## config.mk

```make
export PLATFORM = sky130hd
export DESIGN_NAME = dt_inserter
export DESIGN_NICKNAME = d
export VERILOG_FILES = /design/src/rtl/dt_pkg.sv /design/src/rtl/dt_prescaler.sv /design/src/rtl/dt_down_counter.sv /design/src/rtl/dt_pair.sv /design/src/rtl/dt_inserter.sv
export SDC_FILE = /design/constraint.sdc
export NUM_CORES = 1
export LEC_CHECK = 0
export ABC_AREA = 1
export BUFFER_PORTS_ARGS = -buffer_cell sky130_fd_sc_hd__buf_2
export CAP_MARGIN = 5
export CORE_MARGIN = 2
export CORE_UTILIZATION = 55
export DETAILED_ROUTE_END_ITERATION = 6
export GPL_TIMING_DRIVEN = 0
export PLACE_DENSITY_LB_ADDON = 0.05
export SYNTH_ARGS = -nofsm -noshare
export SYNTH_HDL_FRONTEND = slang
export SYNTH_SLANG_ARGS = --single-unit
```

## constraint.sdc

```tcl
create_clock -name clk -period 3 [get_ports clk]
set_input_delay 0.6 -clock clk [delete_from_list [all_inputs] [get_ports clk]]
set_output_delay 0.6 -clock clk [all_outputs]
set_load 0.01 [all_outputs]
```

## src/rtl/dt_pkg.sv

```systemverilog
package dt_pkg;

  // width of the prescaler phase counter (largest divide is 16)
  localparam int PRE_W = 4;

  // prescaler select codes
  localparam logic [1:0] PS_ONE_A = 2'b00;
  localparam logic [1:0] PS_ONE_B = 2'b01;
  localparam logic [1:0] PS_FOUR  = 2'b10;
  localparam logic [1:0] PS_SIXT  = 2'b11;

  // reload value of the phase counter: divide ratio minus one
  function automatic logic [PRE_W-1:0] pre_reload(input logic [1:0] sel);
    logic [PRE_W-1:0] r;
    case (sel)
      PS_FOUR: r = PRE_W'(3);
      PS_SIXT: r = PRE_W'(15);
      default: r = '0;
    endcase
    return r;
  endfunction

endpackage

```

## src/rtl/dt_prescaler.sv

```systemverilog
module dt_prescaler
  import dt_pkg::*;
(
  input  logic       clk,
  input  logic       rst,
  input  logic       restart,
  input  logic [1:0] sel,
  output logic       tick
);

  logic [PRE_W-1:0] phase_q;
  logic [PRE_W-1:0] reload_q;

  // phase restarts with every reference change; the ratio is latched there
  always_ff @(posedge clk) begin
    if (rst) begin
      phase_q  <= '0;
      reload_q <= '0;
    end else if (restart) begin
      phase_q  <= pre_reload(sel);
      reload_q <= pre_reload(sel);
    end else if (phase_q == '0) begin
      phase_q  <= reload_q;
    end else begin
      phase_q  <= phase_q - 1'b1;
    end
  end

  assign tick = (phase_q == '0);

endmodule

```

## src/rtl/dt_down_counter.sv

```systemverilog
module dt_down_counter #(
  parameter int W = 6
) (
  input  logic         clk,
  input  logic         rst,
  input  logic         restart,
  input  logic [W-1:0] load,
  input  logic         tick,
  output logic         expire
);

  logic [W-1:0] rem_q;

  always_ff @(posedge clk) begin
    if (rst) begin
      rem_q <= '0;
    end else if (restart) begin
      rem_q <= load;
    end else if (tick && (rem_q != '0)) begin
      rem_q <= rem_q - 1'b1;
    end
  end

  // the last prescaled period ends on this edge
  assign expire = tick && (rem_q == W'(1));

endmodule

```

## src/rtl/dt_pair.sv

```systemverilog
module dt_pair #(
  parameter int DT_W = 6
) (
  input  logic            clk,
  input  logic            rst,
  input  logic            dt_en,
  input  logic [1:0]      dt_ps,
  input  logic [DT_W-1:0] dt_cnt,
  input  logic            ref_in,
  output logic            act_a,
  output logic            act_b
);

  logic            ref_q;
  logic            seen_q;
  logic            ref_chg;
  logic            use_dt;
  logic [DT_W-1:0] cnt_load;
  logic            tick;
  logic            expire;

  // first edge out of reset counts as a reference change
  assign ref_chg  = !seen_q || (ref_in != ref_q);
  assign use_dt   = dt_en && (dt_cnt != '0);
  assign cnt_load = use_dt ? dt_cnt : '0;

  always_ff @(posedge clk) begin
    if (rst) begin
      seen_q <= 1'b0;
    end else begin
      seen_q <= 1'b1;
    end
    ref_q <= ref_in;
  end

  dt_prescaler u_pre (
    .clk     (clk),
    .rst     (rst),
    .restart (ref_chg),
    .sel     (dt_ps),
    .tick    (tick)
  );

  dt_down_counter #(.W(DT_W)) u_cnt (
    .clk     (clk),
    .rst     (rst),
    .restart (ref_chg),
    .load    (cnt_load),
    .tick    (tick),
    .expire  (expire)
  );

  // leaving side drops at once; entering side waits for expiry
  always_ff @(posedge clk) begin
    if (rst) begin
      act_a <= 1'b0;
      act_b <= 1'b0;
    end else if (ref_chg) begin
      if (use_dt) begin
        act_a <= 1'b0;
        act_b <= 1'b0;
      end else begin
        act_a <= ref_in;
        act_b <= !ref_in;
      end
    end else if (expire) begin
      act_a <= ref_q;
      act_b <= !ref_q;
    end
  end

endmodule

```

## src/rtl/dt_inserter.sv

```systemverilog
module dt_inserter #(
  parameter int NUM_PAIRS = 2,
  parameter int DT_W      = 6
) (
  input  logic                   clk,
  input  logic                   rst,
  input  logic                   dt_en,
  input  logic [1:0]             dt_ps,
  input  logic [DT_W-1:0]        dt_cnt,
  input  logic [2*NUM_PAIRS-1:0] pol,
  input  logic [NUM_PAIRS-1:0]   pwm_ref,
  output logic [2*NUM_PAIRS-1:0] ch_out
);

  localparam int NUM_CH = 2 * NUM_PAIRS;

  logic [NUM_CH-1:0] act;

  for (genvar p = 0; p < NUM_PAIRS; p++) begin : g_pair
    dt_pair #(.DT_W(DT_W)) u_pair (
      .clk    (clk),
      .rst    (rst),
      .dt_en  (dt_en),
      .dt_ps  (dt_ps),
      .dt_cnt (dt_cnt),
      .ref_in (pwm_ref[p]),
      .act_a  (act[2*p]),
      .act_b  (act[2*p+1])
    );
  end

  for (genvar c = 0; c < NUM_CH; c++) begin : g_pol
    assign ch_out[c] = act[c] ^ pol[c];
  end

endmodule

```

==> results of run 1 <==
power by group through the flow:
stage | logic [uW] | registers (uW) | clock network [uW]
2_1_floorplan | 233 | 476 | 0
5_1_grt | 339 | 479 | 336
3_5_place_dp | 294 | 482 | 0
6_report | 294 | 474 | 311
4_1_cts | 295 | 473 | 322
3_3_place_gp | 291 | 482 | 0
area by class of cell:
class / count / share of cell area [%]
buffer: 6 / 2.587
clock buffer: 6 / 1.940
clock inverter: 1 / 1.411
inverter: 36 / 6.643
multi-input combinational: 203 / 51.09
sequential: 31 / 29.16
tap: 46 / 2.704
timing repair buffer: 19 / 4.468
sequential cells by signal, summed over array words and instances, names as in the netlist:
register	count
g_pair.u_pair.ref_q	2
g_pair.u_pair.seen_q	1
g_pair.u_pair.act_a	2
g_pair.u_pair.u_pre.reload_q	4
g_pair.u_pair.u_cnt.rem_q	12
g_pair.u_pair.u_pre.phase_q	8
g_pair.u_pair.act_b	2
critical path, delay by kind of cell:
kind | cells | cell delay (ns)
buffers and inverters | 2 | 0.23
XOR/XNOR | 1 | 0.13
per-stage QoR:
step           std cells  utilization (%)
3_3_place_gp         341            61.64
5_1_grt              348            63.78
3_5_place_dp         341            61.64
2_1_floorplan        276                -
4_1_cts              348            63.78
6_report             348            63.78
cell families (layout without fill, tap and decap cells):
group           count (synthesis)  after routing
compound gates                 45             45
simple gates                  139            139
fa+ha+maj                       8              8
buf+inv                        42             68
xor+xnor                       11             11
flops                          31             31
path summary, 6_finish.rpt:
path / start / endpoint / cells after the start
min reg2reg: g_pair[0].u_pair.u_pre.reload_q[1]$_SDFFE_PP0P_ / g_pair[0].u_pair.u_pre.reload_q[1]$_SDFFE_PP0P_ / 2
max reg2reg: g_pair[0].u_pair.u_pre.phase_q[0]$_SDFF_PP0_ / g_pair[0].u_pair.act_b$_SDFFE_PP0P_ / 9
max: pol[3] / ch_out[3] / 3
min: pwm_ref[1] / g_pair[1].u_pair.ref_q$_DFF_P_ / 1
synthesized netlist by cell type (3+ instances only):
library cell  count
nand2_1          64
inv_1            32
nand3_1          31
ha_1              8
a21oi_1          21
nor2_1           28
o21ai_2           3
o21ai_0          19
xor2_1            8
xnor2_1           3
dfxtp_1          31
nand2_4           4
routing by layer:
metal	up-vias	share of wire [%]	GRT usage, %
met1	745	49	30.18
met5	-	0	0
li1	934	-	-
met2	53	44	34.14
met3	4	5.6	5.586
met4	0	0.87	5.833
==> metrics.yaml, run 1 <==
drt_wl_total_microns: 3906
hold_violations: 0
cp_slowest_stage_delay_ns: 0.13
multiInputGateArea_sq_um: 1087
avgSynthCellArea_sq_um: 6.900
seqPwrFrac_pct: 43.9
start_util_pct: 57.07
p_per_area_nw_per_um2: 506.9
synth_nets: 301
place_area_sq_um: 2057
syn_to_final_growth_pct: 11.76
antenna-diode-count: 0
hold_buffers: 0
switchingPower_uw: 347.1
max_freq_mhz: 639.1
final_common_cell: "nand2_1"
synth_area_leaders: "dfxtp_1 33%, nand2_1 13%, nand3_1 8.1%, inv_1 6.3%, a21oi_1 5.5%"
rsz0062_at_grt: "false"
synth_top_cell_area_share_pct: 32.59
worst_pin_slew_ns: 0.5085
report.final.setup_viol: 0
status: "complete, no violations"
fillers: 337
p_int_uw: 731.7
worst_ep_arrival_time_ns: 0.96
finClkSkew_ns: 0.008147
netlist_area_sq_um: 1904
design_area_sq_um: 2128
nets: 327
ys_seq_area_share_pct: 32.59
die_w_microns: 62.84
wire_per_inst_microns: 11.22
synth-adder-area-share_pct: 5.256
final_cell_mix: "64 x nand2_1, 32 x inv_1, 31 x nand3_1, 31 x dfxtp_1, 28 x nor2_1"
swShare_pct: 32.17
overflow: 0
num_vias: 1736
layout.area.seq_sq_um: 620.6
post_cts_buffers: 0
clock_latency_ns: 0.33
antenna_found_initial: 0
slowest_stage: "xor2_1"
drtPass1Iterations: 4
layout-drive-gt1-share_pct: 16.23
yosysTopAreaCell: "dfxtp_1"
min_path_type: "primary input to flip-flop"
cts_tree: "built"
ir_drop_v: 0.0002788
cts.reportedPaths.clkPinSlew_ns: 0.09
synth_mux_area_share_pct: 0
clk_path_buf_depth: 2
min_period_ns: 1.565
clockPowerShare_pct: 28.8
rows: 21
core_area_sq_um: 3337
fin_crit_sh_pct: 52.16
maxCapViolations: 0
synth_xor_area_share_pct: 5.059
power.total_uw: 1079
worstSetupPathType: "primary input to output port"
async_reset_ff_share_pct: 0
max_slew_margin_pct: 66.10
yosys_register_bits: 31
critPathMaxFanout: 1
ctsRootBufferMaster: "clkbuf_4"
track_usage_pct: 21.92
cts_made_buffers: 5
worstPathRequired_ns: 2.40
synthCells: 276
cts_max_level: 2
drc: 0
dpl_worst_slack_ns: 1.373
endpoint_kind: "output port"
synth_top_family_by_area: "simple AND/OR/NAND/NOR gates"
synthSimpleGateAreaFrac_pct: 34.36
yosys_warnings: 0
pwr-share-comb_pct: 27.3
die_h_microns: 62.84
hpwl_microns: 2891
ys_dominant_reg_cell: "dfxtp_1"
port-buffer-count: 19
setup_ws_ns: 1.435
startpoint_type: "primary input"
ant_nets: 0
clkSinkCount: 31
place_congestion: 0.9501
io_pins: 21
synth_compound_area_share_pct: 12.42
drt-initial-drc-count: 142
synth_edf_count: 0
fin_setup_tns_ns: 0
viasPerCell: 4.989
ys_types: 27
p_leak_uw: 0.001051
grt_max_degree: 11
regToRegSetupSlack_ns: 1.56
finalHoldWorstSlack_ns: 0.4221
dieArea_sq_um: 3949
critPathMostFrequentCell: "buf_2"
grt_pass1_vias: 1559
ctsResizeCount: 0
final_max_slew_viol_count: 0
grt_first_pass_wirelength_microns: 6858
path_cells: "buf_2 > xor2_1 > buf_2"
Note: power is estimated with default switching activity, not from simulation.
==> run 2, diff against run 1 <==
- clock period: 3 -> 1.5 ns (I/O delays scaled with it)
==> metrics.yaml, run 2 (synthesized netlist as in run 1, its figures left out) <==
grt_first_pass_wirelength_microns: 6858  # unchanged
worstSetupPathType: "flip-flop to flip-flop"  # was primary input to output port
fin_util_pct: 65.05  # was 63.78%
port-buffer-count: 19  # unchanged
clock_latency_ns: 0.32  # was 0.33 ns
clkSinkCount: 31  # unchanged
rsz0062_at_grt: "false"  # unchanged
dieArea_sq_um: 3949  # unchanged
final_max_slew_viol_count: 0  # unchanged
maxCapViolations: 0  # unchanged
min_delay_path_depth: 1  # unchanged
drtPass1Iterations: 4  # unchanged
clk_path_buf_depth: 2  # unchanged
grt_max_degree: 11  # unchanged
wire_per_inst_microns: 11.26  # was 11.22 microns
final-instance-count-excl-fill: 351  # was 348
place_congestion: 0.9501  # unchanged
startpoint_type: "flip-flop"  # was primary input
worst_ep_arrival_time_ns: 1.62  # was 0.96 ns
p_leak_uw: 0.001065  # was 0.001051 uW
layout-drive-gt1-share_pct: 18.69  # was 16.23%
hold_start: "pwm_ref[1]"  # unchanged
rows: 21  # unchanged
die_w_microns: 62.84  # unchanged
core_area_sq_um: 3337  # unchanged
drc: 0  # unchanged
overflow: 0  # unchanged
max_slew_margin_pct: 65.37  # was 66.10%
top_register: "g_pair.u_pair.u_cnt.rem_q"  # unchanged
setup_ws_ns: 0.1203  # was 1.435 ns
cts.reportedPaths.clkPinSlew_ns: 0.09  # about the same
finClkSkew_ns: 0.005269  # was 0.008147 ns
ant_nets: 0  # unchanged
syn_to_final_growth_pct: 13.99  # was 11.76%
report.final.setup_viol: 0  # unchanged
antenna_found_initial: 0  # unchanged
io_pins: 21  # unchanged
grt_pass1_vias: 1559  # unchanged
fin_setup_tns_ns: 0  # unchanged
crit_start: "g_pair[1].u_pair.u_cnt.rem_q[1]$_SDFFE_PP0P_"  # was pol[3]
drt_wl_total_microns: 3951  # was 3906 microns
worstPathRequired_ns: 1.74  # was 2.40 ns
critPathMaxFanout: 7  # was 1
place_inst: 341  # unchanged
start_util_pct: 57.07  # unchanged
cts_made_buffers: 5  # unchanged
reg2reg_depth: 9  # unchanged
num_vias: 1740  # was 1,736
largest_reg_flops: 12  # unchanged
r2r_end: "g_pair[1].u_pair.u_cnt.rem_q[5]$_SDFFE_PP0P_"  # was g_pair[0].u_pair.act_b$_SDFFE_PP0P_
final_common_cell: "nand2_1"  # unchanged
antenna-diode-count: 0  # unchanged
status: "complete, no violations"  # unchanged
nets: 330  # was 327
fillers: 332  # was 337
drt-initial-drc-count: 144  # was 142
p_per_area_nw_per_um2: 1007  # was 506.9 nW/um^2
ctsRootBufferMaster: "clkbuf_4"  # unchanged
min_period_ns: 1.380
hpwl_microns: 2891  # unchanged
endpoint_kind: "flip-flop"  # was output port
worst_pin_slew_ns: 0.5194  # was 0.5085 ns
ir_drop_v: 0.0005561  # was 0.0002788 V
hold_violations: 0  # unchanged
fin_crit_sh_pct: 91.98
hold_buffers: 0  # unchanged
r2r_start: "g_pair[1].u_pair.u_cnt.rem_q[1]$_SDFFE_PP0P_"  # was g_pair[0].u_pair.u_pre.phase_q[0]$_SDFF_PP0_
viasPerCell: 4.957  # was 4.989
die_h_microns: 62.84  # unchanged
min_to: "g_pair[1].u_pair.ref_q$_DFF_P_"  # unchanged
track_usage_pct: 21.92  # unchanged
cts_max_level: 2  # unchanged
dpl_worst_slack_ns: 0.05672  # was 1.373 ns
max_freq_mhz: 724.8
regToRegSetupSlack_ns: 0.12  # was 1.56 ns
final_cell_mix: "61 x nand2_1, 31 x inv_1, 31 x nand3_1, 31 x dfxtp_1, 28 x nor2_1"  # was 64 x nand2_1, 32 x inv_1, 31 x nand3_1, 31 x dfxtp_1, 28 x nor2_1
cts_tree: "built"  # unchanged
min_path_type: "primary input to flip-flop"  # unchanged
top_regs: "g_pair.u_pair.u_cnt.rem_q (12), g_pair.u_pair.u_pre.phase_q (8), g_pair.u_pair.u_pre.reload_q (4)"  # unchanged
[run 2: changes by cell type in the layout (fill, tap and decap cells not counted)]
| cell | previous run | this run |
|---|---|---|
| inv_2 | 2 | 3 |
| buf_4 | 0 | 3 |
| nand2_2 | 2 | 5 |
| o21ai_1 | 2 | 3 |
| ha_1 | 8 | 7 |
| inv_1 | 32 | 31 |
| nand2_1 | 64 | 61 |
| o21ai_0 | 19 | 18 |
| ha_4 | 0 | 1 |
[run 2: repair_timing]
item,4_1_cts,5_1_grt
setup endpoints to repair,0,9
setup buffers,0,3
resized for setup,0,7
[run 2: worst max-delay path by stage]
stage,cells past startpoint,end,slack (ns)
2_1_floorplan,10,g_pair[1].u_pair.u_cnt.rem_q[5]$_SDFFE_PP0P_,0.23
3_3_place_gp,9,g_pair[0].u_pair.act_b$_SDFFE_PP0P_,0.09
3_5_place_dp,9,g_pair[0].u_pair.act_b$_SDFFE_PP0P_,0.06
4_1_cts,9,g_pair[0].u_pair.act_b$_SDFFE_PP0P_,0.04
5_1_grt,9,g_pair[0].u_pair.act_b$_SDFFE_PP0P_,0.0007
6_report,9,g_pair[1].u_pair.u_cnt.rem_q[5]$_SDFFE_PP0P_,0.12
[run 2: final cells by class]
| type | count | area (sq um) | share of cell area, % |
|---|---|---|---|
| clock buffer | 6 | 41.29 | 1.902 |
| inverter | 36 | 141.4 | 6.513 |
| multi-input combinational | 203 | 1107 | 51.01 |
| tap | 46 | 57.56 | 2.651 |
| timing repair buffer | 22 | 117.6 | 5.418 |
| clock inverter | 1 | 30.03 | 1.383 |
| buffer | 6 | 55.05 | 2.536 |
| sequential | 31 | 620.6 | 28.59 |
[run 2: power breakdown]
part           switching [uW]  internal, uW
sequential               58.2           889
combinational             369           255
clock                     272           343
total                     700          1490
[run 2: critical path: stages, from the launching register on]
cell,delay [ns]
dfxtp_1,0.35
inv_1,0.12
ha_1,0.15
nand3_1,0.14
nand2_4,0.17
nand2_4,0.07
o21ai_0,0.14
inv_1,0.05
nand2_1,0.06
inv_1,0.03
[run 2: routing by layer]
metal | track usage [%] | vias up | routed length [microns]
met5 | 0 | - | 0
met4 | 5.833 | 0 | 41
met3 | 5.586 | 4 | 180
met2 | 34.14 | 42 | 1748
met1 | 30.18 | 756 | 1981
li1 | - | 938 | -
[run 2: metrics by stage]
| step | power (uW) | instance area (sq um) | hold slack, ns |
|---|---|---|---|
| 4_1_cts | 2180 | 2128 | 0.1136 |
| 5_1_grt | 2342 | 2171 | 0.1237 |
| 6_report | 2187 | 2171 | 0.1219 |
| 3_5_place_dp | 1552 | 2057 | 0.4550 |
| 2_1_floorplan | 1418 | 1904 | 0.3277 |
| 3_3_place_gp | 1547 | 2057 | 0.4505 |
==> run 3, diff against run 2 <==
- MAX_ROUTING_LAYER: default -> met4
- clock period: 1.5 -> 1.8 ns (I/O delays scaled with it)
==> metrics.yaml, run 3 (synthesized netlist as in run 1, its figures left out) <==
overflow: 0  # unchanged
ir_drop_v: 0.0004643  # was 0.0005561 V
report.final.setup_viol: 0  # unchanged
maxCapViolations: 0  # unchanged
path_cells: "inv_1 > ha_1 > nand2_1 > nor2_4 > nand3_1 > nand2_1 > nand2_1 > nor2_1 > nor2_1"  # was inv_1 > ha_1 > nand3_1 > nand2_4 > nand2_4 > o21ai_0 > inv_1 > nand2_1 > inv_1
die_h_microns: 62.84  # unchanged
grt_max_degree: 11  # unchanged
ant_nets: 0  # unchanged
critPathMaxFanout: 7  # unchanged
top_register: "g_pair.u_pair.u_cnt.rem_q"  # unchanged
final_common_cell: "nand2_1"  # unchanged
p_leak_uw: 0.001042  # was 0.001065 uW
pwr-share-comb_pct: 29.3  # was 28.5%
io_pins: 21  # unchanged
clock_latency_ns: 0.33  # was 0.32 ns
worst_ep_arrival_time_ns: 1.68  # was 1.62 ns
antenna_found_initial: 0  # unchanged
min_period_ns: 1.444  # was 1.380 ns
hold_violations: 0  # unchanged
drt_wl_total_microns: 3933  # was 3951 microns
cts_made_buffers: 5  # unchanged
min_path_type: "primary input to flip-flop"  # unchanged
viasPerCell: 5.003  # was 4.957
fillers: 344  # was 332
layout-drive-gt1-share_pct: 16.17  # was 18.69%
drtPass1Iterations: 5  # was 4
status: "complete, no violations"  # unchanged
die_w_microns: 62.84  # unchanged
cts_max_level: 2  # unchanged
syn_to_final_growth_pct: 10.64  # was 13.99%
p_int_uw: 1085  # was 1487 uW
clkSinkCount: 31  # unchanged
clk_path_buf_depth: 2  # unchanged
path_buf_inv: 1  # was 3
swShare_pct: 35.44  # was 32.00%
place_congestion: 0.9640  # was 0.9501
final_max_slew_viol_count: 0  # unchanged
start_util_pct: 57.07  # unchanged
port-buffer-count: 19  # unchanged
slowest_stage: "dfxtp_1"  # unchanged
antenna-diode-count: 0  # unchanged
layout.area.seq_sq_um: 620.6  # unchanged
wire_per_inst_microns: 11.27  # was 11.26 microns
drt-initial-drc-count: 66  # was 144
worstPathRequired_ns: 2.04  # was 1.74 ns
final_cell_mix: "64 x nand2_1, 32 x inv_1, 31 x nand3_1, 31 x dfxtp_1, 28 x nor2_1"  # was 61 x nand2_1, 31 x inv_1, 31 x nand3_1, 31 x dfxtp_1, 28 x nor2_1
rsz0062_at_grt: "false"  # unchanged
endpoint_kind: "flip-flop"  # unchanged
largest_reg_flops: 12  # unchanged
num_vias: 1746  # was 1,740
finalHoldWorstSlack_ns: 0.1740  # was 0.1219 ns
cts_tree: "built"  # unchanged
finClkSkew_ns: 0.005030  # was 0.005269 ns
multiInputGateArea_sq_um: 1087  # was 1107 sq um
drc: 0  # unchanged
grt_pass1_vias: 1610  # was 1,559
ctsResizeCount: 0  # unchanged
seqPwrFrac_pct: 46.9  # was 43.3%
track_usage_pct: 22.66  # was 21.92%
critical_path.top_delay_family: "simple AND/OR/NAND/NOR gates"  # unchanged
core_area_sq_um: 3337  # unchanged
top_regs: "g_pair.u_pair.u_cnt.rem_q (12), g_pair.u_pair.u_pre.phase_q (8), g_pair.u_pair.u_pre.reload_q (4)"  # unchanged
post_cts_buffers: 0  # unchanged
worst_pin_slew_ns: 0.5235  # was 0.5194 ns
fin_setup_tns_ns: 0  # unchanged
max_freq_mhz: 692.6  # was 724.8 MHz
fin_crit_sh_pct: 80.21  # was 91.98%
startpoint_type: "flip-flop"  # unchanged
critPathMostFrequentCell: "nand2_1"  # was inv_1
p_per_area_nw_per_um2: 798.0  # was 1007 nW/um^2
dieArea_sq_um: 3949  # unchanged
switchingPower_uw: 595.9  # was 699.8 uW
power.total_uw: 1681  # was 2187 uW
hold_buffers: 0  # unchanged
clockPowerShare_pct: 23.8  # was 28.1%
hpwl_microns: 2919  # was 2891 microns
ctsRootBufferMaster: "clkbuf_4"  # unchanged
max_slew_margin_pct: 65.10  # was 65.37%
worstSetupPathType: "flip-flop to flip-flop"  # unchanged
cp_slowest_stage_delay_ns: 0.32  # was 0.35 ns
rows: 21  # unchanged
grt_first_pass_wirelength_microns: 6920  # was 6858 microns
cts.reportedPaths.clkPinSlew_ns: 0.10  # was 0.09 ns
nets: 327  # was 330
==> run 3: metal layers <==
layer  share of wire (%)  routed length, microns  global-route usage [%]
met1                  47                    1867                   28.48
met2                  45                    1763                   35.75
met3                 6.2                     244                   5.225
met4                 1.5                      58                   8.056
met5                   0                       0                       -
==> run 3: power by group through the flow <==
stage	combinational, uW	sequential (uW)	clock (uW)
2_1_floorplan	388	794	0
3_3_place_gp	486	804	0
3_5_place_dp	491	804	0
4_1_cts	494	789	406
5_1_grt	566	797	443
6_report	492	789	400
==> run 3: final timing paths <==
path / start / cells after the start / slack (ns) / to
setup reg to reg: g_pair[0].u_pair.u_pre.phase_q[0]$_SDFF_PP0_ / 9 / 0.36 / g_pair[0].u_pair.act_b$_SDFFE_PP0P_
hold reg to reg: g_pair[0].u_pair.u_pre.reload_q[1]$_SDFFE_PP0P_ / 2 / 0.47 / g_pair[0].u_pair.u_pre.reload_q[1]$_SDFFE_PP0P_
setup / recovery: g_pair[0].u_pair.u_pre.phase_q[0]$_SDFF_PP0_ / 9 / 0.36 / g_pair[0].u_pair.act_b$_SDFFE_PP0P_
hold / removal: pwm_ref[1] / 1 / 0.17 / g_pair[1].u_pair.ref_q$_DFF_P_
==> run 3: cell type report <==
| type | instances | area share, % |
|---|---|---|
| multi-input combinational | 203 | 51.60 |
| sequential | 31 | 29.45 |
| inverter | 36 | 6.710 |
| timing repair buffer | 19 | 4.513 |
| tap | 46 | 2.732 |
| buffer | 6 | 2.613 |
| clock buffer | 7 | 2.138 |
| clock inverter | 1 | 0.2375 |
==> run 3: through the flow <==
step | area (sq um) | utilization (%) | setup WS, ns | std cells
4_1_cts | 2107 | 63.14 | 0.3341 | 349
2_1_floorplan | 1904 | - | 0.5318 | 276
6_report | 2107 | 63.14 | 0.3562 | 349
3_5_place_dp | 2057 | 61.64 | 0.3585 | 341
5_1_grt | 2107 | 63.14 | 0.1442 | 349
3_3_place_gp | 2057 | 61.64 | 0.3886 | 341
